File: src/rtl/simt_div_pkg.sv
package simt_div_pkg;

    typedef enum logic [1:0] {
        ST_UNIFORM = 2'd0,
        ST_SPLIT   = 2'd1,
        ST_FAULT   = 2'd2
    } div_state_e;

    typedef enum logic [1:0] {
        OP_NONE = 2'd0,
        OP_PUSH = 2'd1,
        OP_FLIP = 2'd2,
        OP_POP  = 2'd3
    } stk_op_e;

endpackage

File: src/rtl/lane_split.sv
module lane_split #(
    parameter int LANES = 32
) (
    input  logic [LANES-1:0] pred,
    input  logic [LANES-1:0] cur_mask,
    output logic [LANES-1:0] take_mask,
    output logic [LANES-1:0] rest_mask,
    output logic             none_take,
    output logic             all_take,
    output logic             diverge
);
    // Lanes that are already off cannot take part in the branch
    assign take_mask = pred & cur_mask;
    assign rest_mask = cur_mask & ~pred;
    assign none_take = (take_mask == '0);
    assign all_take  = (rest_mask == '0);
    assign diverge   = !none_take && !all_take;
endmodule

File: src/rtl/recon_stack.sv
module recon_stack
    import simt_div_pkg::*;
#(
    parameter int LANES = 32,
    parameter int PCW   = 16,
    parameter int DEPTH = 8
) (
    input  logic             clk,
    input  logic             rst_n,
    input  stk_op_e          op,
    input  logic [PCW-1:0]   in_rpc,
    input  logic [PCW-1:0]   in_pc,
    input  logic [LANES-1:0] in_pmask,
    input  logic [LANES-1:0] in_smask,
    output logic             top_valid,
    output logic             top_pend,
    output logic [PCW-1:0]   top_rpc,
    output logic [PCW-1:0]   top_pc,
    output logic [LANES-1:0] top_pmask,
    output logic [LANES-1:0] top_smask,
    output logic             full,
    output logic             last
);
    localparam int DW = $clog2(DEPTH + 1);
    localparam int IW = (DEPTH > 1) ? $clog2(DEPTH) : 1;

    logic [DW-1:0]                 cnt_q;
    logic [IW-1:0]                 top_idx;
    logic [DEPTH-1:0]              pend_all;
    logic [DEPTH-1:0][PCW-1:0]     rpc_all;
    logic [DEPTH-1:0][PCW-1:0]     ppc_all;
    logic [DEPTH-1:0][LANES-1:0]   pm_all;
    logic [DEPTH-1:0][LANES-1:0]   sm_all;

    always_ff @(posedge clk or negedge rst_n) begin
        if (!rst_n) begin
            cnt_q <= '0;
        end else if (op == OP_PUSH) begin
            cnt_q <= cnt_q + DW'(1);
        end else if (op == OP_POP) begin
            cnt_q <= cnt_q - DW'(1);
        end
    end

    genvar g;
    generate
        for (g = 0; g < DEPTH; g++) begin : g_ent
            logic             pend_r;
            logic [PCW-1:0]   rpc_r;
            logic [PCW-1:0]   ppc_r;
            logic [LANES-1:0] pm_r;
            logic [LANES-1:0] sm_r;

            always_ff @(posedge clk or negedge rst_n) begin
                if (!rst_n) begin
                    pend_r <= 1'b0;
                end else if (op == OP_PUSH && cnt_q == DW'(g)) begin
                    pend_r <= 1'b1;
                end else if (op == OP_FLIP && cnt_q == DW'(g + 1)) begin
                    pend_r <= 1'b0;
                end
            end

            always_ff @(posedge clk) begin
                if (op == OP_PUSH && cnt_q == DW'(g)) begin
                    rpc_r <= in_rpc;
                    ppc_r <= in_pc;
                    pm_r  <= in_pmask;
                    sm_r  <= in_smask;
                end
            end

            assign pend_all[g] = pend_r;
            assign rpc_all[g]  = rpc_r;
            assign ppc_all[g]  = ppc_r;
            assign pm_all[g]   = pm_r;
            assign sm_all[g]   = sm_r;
        end
    endgenerate

    assign top_idx   = IW'(cnt_q - DW'(1));
    assign top_valid = (cnt_q != '0);
    assign full      = (cnt_q == DW'(DEPTH));
    assign last      = (cnt_q == DW'(1));
    assign top_pend  = top_valid && pend_all[top_idx];
    assign top_rpc   = rpc_all[top_idx];
    assign top_pc    = ppc_all[top_idx];
    assign top_pmask = pm_all[top_idx];
    assign top_smask = sm_all[top_idx];

    a_r8_no_push_full: assert property (@(posedge clk) disable iff (!rst_n)
        (op == OP_PUSH) |-> !full);
    a_r6_no_pop_empty: assert property (@(posedge clk) disable iff (!rst_n)
        (op == OP_POP || op == OP_FLIP) |-> (cnt_q != '0));
endmodule

File: src/rtl/simt_diverge.sv
module simt_diverge
    import simt_div_pkg::*;
#(
    parameter int             LANES    = 32,
    parameter int             PCW      = 16,
    parameter int             DEPTH    = 8,
    parameter int             CNTW     = 16,
    parameter logic [PCW-1:0] RESET_PC = '0
) (
    input  logic             clk,
    input  logic             rst_n,
    input  logic             step,
    input  logic             is_br,
    input  logic [LANES-1:0] br_pred,
    input  logic [PCW-1:0]   br_tgt,
    input  logic [PCW-1:0]   br_fall,
    input  logic [PCW-1:0]   br_rpc,
    output logic [PCW-1:0]   pc,
    output logic [LANES-1:0] act_mask,
    output logic             overflow,
    output logic [CNTW-1:0]  path_count
);
    localparam logic [LANES-1:0] ALL_ON = '1;

    div_state_e       state_q, state_d;
    stk_op_e          op;
    logic [PCW-1:0]   pc_q, pc_d;
    logic [LANES-1:0] mask_q, mask_d;
    logic [CNTW-1:0]  cnt_q, cnt_d;

    logic [LANES-1:0] take_mask, rest_mask;
    logic             none_take, all_take, diverge;
    logic             top_valid, top_pend, full, last;
    logic [PCW-1:0]   top_rpc, top_pc;
    logic [LANES-1:0] top_pmask, top_smask;
    logic             at_rpc;

    lane_split #(.LANES(LANES)) u_split (
        .pred      (br_pred),
        .cur_mask  (mask_q),
        .take_mask (take_mask),
        .rest_mask (rest_mask),
        .none_take (none_take),
        .all_take  (all_take),
        .diverge   (diverge)
    );

    recon_stack #(.LANES(LANES), .PCW(PCW), .DEPTH(DEPTH)) u_stack (
        .clk       (clk),
        .rst_n     (rst_n),
        .op        (op),
        .in_rpc    (br_rpc),
        .in_pc     (br_fall),
        .in_pmask  (rest_mask),
        .in_smask  (mask_q),
        .top_valid (top_valid),
        .top_pend  (top_pend),
        .top_rpc   (top_rpc),
        .top_pc    (top_pc),
        .top_pmask (top_pmask),
        .top_smask (top_smask),
        .full      (full),
        .last      (last)
    );

    assign at_rpc = top_valid && (pc_q == top_rpc);

    // State register
    always_ff @(posedge clk or negedge rst_n) begin
        if (!rst_n) begin
            state_q <= ST_UNIFORM;
        end else begin
            state_q <= state_d;
        end
    end

    // Next state, next outputs and stack command
    always_comb begin
        state_d = state_q;
        op      = OP_NONE;
        pc_d    = pc_q;
        mask_d  = mask_q;
        cnt_d   = cnt_q;
        unique case (state_q)
            ST_UNIFORM, ST_SPLIT: begin
                if (at_rpc) begin
                    if (top_pend) begin
                        op     = OP_FLIP;
                        pc_d   = top_pc;
                        mask_d = top_pmask;
                        cnt_d  = cnt_q + CNTW'(1);
                    end else begin
                        op      = OP_POP;
                        mask_d  = top_smask;
                        state_d = last ? ST_UNIFORM : ST_SPLIT;
                    end
                end else if (step) begin
                    if (!is_br) begin
                        pc_d = pc_q + PCW'(1);
                    end else if (none_take) begin
                        pc_d = br_fall;
                    end else if (all_take) begin
                        pc_d = br_tgt;
                    end else if (full) begin
                        state_d = ST_FAULT;
                    end else begin
                        op      = OP_PUSH;
                        pc_d    = br_tgt;
                        mask_d  = take_mask;
                        cnt_d   = cnt_q + CNTW'(1);
                        state_d = ST_SPLIT;
                    end
                end
            end
            ST_FAULT: begin
                state_d = ST_FAULT;
            end
            default: begin
                state_d = ST_FAULT;
            end
        endcase
    end

    // Output registers
    always_ff @(posedge clk or negedge rst_n) begin
        if (!rst_n) begin
            pc_q   <= RESET_PC;
            mask_q <= ALL_ON;
            cnt_q  <= '0;
        end else begin
            pc_q   <= pc_d;
            mask_q <= mask_d;
            cnt_q  <= cnt_d;
        end
    end

    assign pc         = pc_q;
    assign act_mask   = mask_q;
    assign path_count = cnt_q;
    assign overflow   = (state_q == ST_FAULT);

    a_r1_mask_live: assert property (@(posedge clk) disable iff (!rst_n)
        act_mask != '0);
    a_r2_hold: assert property (@(posedge clk) disable iff (!rst_n)
        (!step && !at_rpc) |=> ($stable(pc) && $stable(act_mask)));
    a_r3_uniform_keeps: assert property (@(posedge clk) disable iff (!rst_n)
        (step && is_br && !at_rpc && !overflow && !diverge)
        |=> ($stable(act_mask) && $stable(path_count)));
    a_r4_count_unit: assert property (@(posedge clk) disable iff (!rst_n)
        1'b1 |=> (path_count == $past(path_count)
                  || path_count == $past(path_count) + CNTW'(1)));
    a_r7_no_new_lanes: assert property (@(posedge clk) disable iff (!rst_n)
        (step && is_br && !at_rpc && !overflow)
        |=> ((act_mask & ~$past(act_mask)) == '0));
    a_r9_fault_freeze: assert property (@(posedge clk) disable iff (!rst_n)
        overflow |=> (overflow && $stable(pc) && $stable(act_mask)
                      && $stable(path_count)));
endmodule

File: config.mk
export PLATFORM = sky130hd
export DESIGN_NAME = simt_diverge
export DESIGN_NICKNAME = d
export VERILOG_FILES = /design/src/rtl/simt_div_pkg.sv /design/src/rtl/lane_split.sv /design/src/rtl/recon_stack.sv /design/src/rtl/simt_diverge.sv
export SDC_FILE = /design/constraint.sdc
export NUM_CORES = 1
export LEC_CHECK = 0
export ABC_AREA = 1
export BUFFER_PORTS_ARGS = -buffer_cell sky130_fd_sc_hd__buf_2
export CORE_MARGIN = 2
export CORE_UTILIZATION = 45
export CTS_BUF_LIST = sky130_fd_sc_hd__clkbuf_4 sky130_fd_sc_hd__clkbuf_8
export CTS_CLUSTER_SIZE = 40
export DETAILED_ROUTE_END_ITERATION = 7
export MAX_ROUTING_LAYER = met4
export SLEW_MARGIN = 20
export SYNTH_ARGS = -nofsm -noshare
export SYNTH_HDL_FRONTEND = slang
export SYNTH_SLANG_ARGS = --single-unit
File: constraint.sdc
create_clock -name clk -period 15.8 [get_ports clk]
set_input_delay 1.58 -clock clk [delete_from_list [all_inputs] [get_ports clk]]
set_output_delay 1.58 -clock clk [all_outputs]
set_load 0.05 [all_outputs]
==> reports/metrics.csv <==
stage,metric,value,unit
status,status,finished clean,
power,leakagePower,0.0150,uW
die,start_util,0.454,
synthesis,yosys.area.top_type,edfxtp_1,
synthesis,synth_enable_flop_cells,768,
synthesis,syn_area,35900,sq um
finish,fin_area,40200,sq um
clock_network,clock_sinks,846,
worst_hold_path,hold_start,u_stack.g_ent[2].pend_r$_DFFE_PN0P_,
finish,layout-drive-gt1-share,0.141,
power,vdd_drop_max,146,uV
clock_network,cts_buffer_depth,3,
synthesis,ys_seq_area_frac,0.698,
global_routing,grt_pass1_vias,24623,
placement,dp_slack,8.28,ns
placement,place_area,37400,sq um
clock_network,post_cts_buffers,0,
timing,period_needed,7.44,ns
global_routing,grt_use_total,0.235,
synthesis,yosysMostFrequentCell,edfxtp_1,
placement,gp_congestion,0.865,
drt,vias,24470,
critical_path,r2r-start,u_stack.cnt_q[0]$_DFFE_PN0P_,
die,die_height,286,microns
drt,drc,0,
critical_path,cp_num_cells,16,
global_routing,grt_overflow,0,
worst_hold_path,hold_depth,2,
synthesis,synth.distinct_cells,43,
clock_network,hold_buffers,0,
synthesis,synth.yosys.warnings,0,
synthesis,ys_seq_elements,846,
drt,wl,93500,microns
synthesis,syn-instance-count,3142,
critical_path,critPathLaunch,u_stack.cnt_q[0]$_DFFE_PN0P_,
critical_path,crit_family,buffers and inverters,
timing,rsz0062_at_grt,false,
synthesis,async_flop_share,0.0922,
synthesis,syn_avg_cell_area,11.4,sq um
drt,vias_per_cell,5.52,
die,core_area,79000,sq um
timing,final_hold_viol_count,0,
clock_network,cts_resized,0,
global_routing,grt_max_degree,230,
finish,area_growth,11.9,%
worst_hold_path,hp-class,flop to flop,
clock_network,path_clk_slew,0.05,ns
clock_network,insertion_delay,0.80,ns
critical_path,required,16.21,ns
critical_path,critPathMaxFanout,162,
critical_path,cp_slowest_cell,nor2_4,
critical_path,path_cells,inv_8 -> ha_4 -> inv_6 -> buf_4 -> nand3_1 -> nand3_1 -> nand3_1 -> nand2_1 -> inv_1 -> nand3_4 -> nor2_8 -> nand3_4 -> nand3_1 -> nor2_4 -> buf_4 -> buf_4,
drt,ant_nets,0,
timing,slew_viol_final,0,
timing,setup_viol,0,
finish,final_nets,3360,
critical_path,cp-start-kind,flop,
global_routing,grt_pass1_wl,143000,microns
power,power.density,197,nW/um^2
critical_path,slowest_delay,0.88,ns
placement,port_buffers,148,
synthesis,synth_top_area_frac,0.642,
timing,fmax,0.134,GHz
drt,routedWlPerCell,21.1,microns
run,max_cap_violations,0,
synthesis,synth.net_count,3233,
timing,max-slew-margin-rel,0.269,
die,die_width,286,microns
critical_path,regToRegSetupSlack,8.36,ns
global_routing,antenna_found_initial,3,
critical_path,rr_worst_depth,16,
critical_path,timing.rr.end,u_stack.g_ent[1].sm_r[19]$_DFFE_PP_,
critical_path,crit_arrival,7.85,ns
critical_path,worst-setup-path-type,flop to flop,
critical_path,critPathBufInv,6,
synthesis,synthTopCellsByArea,"edfxtp_1 64%, nand2_1 7.2%, o21ai_0 4.3%",
critical_path,crit_top_cell,nand3_1,
timing,fin_tns_setup,0,ns
timing,setup_ws,8.36,ns
timing,worst_slew_pin_slew,1.10,ns
worst_hold_path,holdPathEnd,u_stack.g_ent[2].pend_r$_DFFE_PN0P_,
drt,first_pass_iters,6,
clock_network,root_buffer,clkbuf_8,
die,row_count,103,
drt,drt_iter0_markers,2123,
synthesis,synthTopCellsByCount,"768 x edfxtp_1, 688 x nand2_1, 330 x nor2_1",
placement,place_hpwl,51500,microns
synthesis,synth_ff_type,edfxtp_1,
timing,skew,0.0390,ns
critical_path,end_kind,flop,
timing,timing.final.crit_share,0.471,
die,die_area,82100,sq um
clock_network,cts.htree.levels,4,
clock_network,cts_tree,built,
die,design.portCount,149,
clock_network,cts_buffers,140,
worst register-to-register path, delay by kind of cell (launching register included):
family	cells	cell delay, ns
buffers and inverters	6	3.53
flip-flops	1	0.73
AND/OR/NAND/NOR	9	2.22
adder cells (fa/ha/maj)	1	0.55
report_power, final:
part           leakage, uW  switching, uW  internal [uW]  total [uW]
logic              0.00554           2310            938        3250
registers          0.00793            157           2580        2740
clock network      0.00150            873           1060        1930
total               0.0150           3340           4580        7920
how the worst max path moves through the flow:
stage,end
global route,u_stack.g_ent[1].sm_r[19]$_DFFE_PP_
CTS,u_stack.g_ent[1].ppc_r[15]$_DFFE_PP_
global placement,u_stack.g_ent[1].pm_r[20]$_DFFE_PP_
detailed placement,u_stack.g_ent[1].pm_r[20]$_DFFE_PP_
finish,u_stack.g_ent[1].sm_r[19]$_DFFE_PP_
floorplan,u_stack.g_ent[0].pm_r[0]$_DFFE_PP_
stage by stage:
stage | std cells | util | total power [uW] | hold WS, ns
after global placement | 4177 | 0.473 | 5970 | 0.455
after CTS | 4432 | 0.509 | 7960 | 0.474
after global routing | 4434 | 0.509 | 8440 | 0.502
after detailed placement | 4177 | 0.473 | 6020 | 0.460
after floorplan | 3142 | - | 5070 | 0.436
final | 4435 | 0.509 | 7920 | 0.474
cell families (layout without fill, tap and decap cells):
group | after synthesis | in the layout | synth area share
XOR/XNOR | 26 | 26 | 0.00708
AO/OA/AOI/OAI | 707 | 707 | 0.117
flip-flops | 846 | 846 | 0.698
adder cells (fa/ha/maj) | 7 | 7 | 0.00244
other | 0 | 3 | 0
buffers and inverters | 402 | 642 | 0.0473
AND/OR/NAND/NOR | 1154 | 1154 | 0.128
layout make-up:
type | instances | area [sq um]
Fill cell | 6928 | 38800
Sequential cell | 846 | 25100
Multi-Input combinational cell | 1894 | 9200
Clock buffer | 209 | 2520
Tap cell | 1050 | 1310
Timing Repair Buffer | 173 | 956
Inverter | 214 | 831
Clock inverter | 46 | 305
Antenna cell | 3 | 7.51
registers in the layout, indices dropped and copies added (netlist names):
name and flops:
path_count 16, u_stack.g_ent.pm_r 256, pc 16, act_mask 32
u_stack.g_ent.ppc_r 128, u_stack.g_ent.sm_r 256, state_q 2, u_stack.g_ent.pend_r 8
u_stack.g_ent.rpc_r 128, u_stack.cnt_q 4
layer usage:
metal	vias to the layer above	GRT usage	part of all wire
met1	12098	0.307	0.44
met4	0	0.0751	0.022
li1	11406	-	-
met3	174	0.0428	0.061
met2	792	0.374	0.48
met5	-	-	0
cell usage in the layout (no fill, tap or decap), types with 18 or more instances in the layout:
cell,instances
clkbuf_4,57
dfstp_2,32
nor2_1,328
o22ai_1,90
a21oi_1,100
edfxtp_1,768
nand3_1,82
inv_1,202
clkinv_1,22
dfrtp_1,45
nor3_1,18
buf_2,147
a32o_1,32
clkbuf_8,152
o21ai_0,310
o211ai_1,35
buf_4,24
o221ai_1,32
nand2_1,687
o21ai_1,61
a221oi_1,32
xor2_1,18
(Power assumes the default switching activity.)
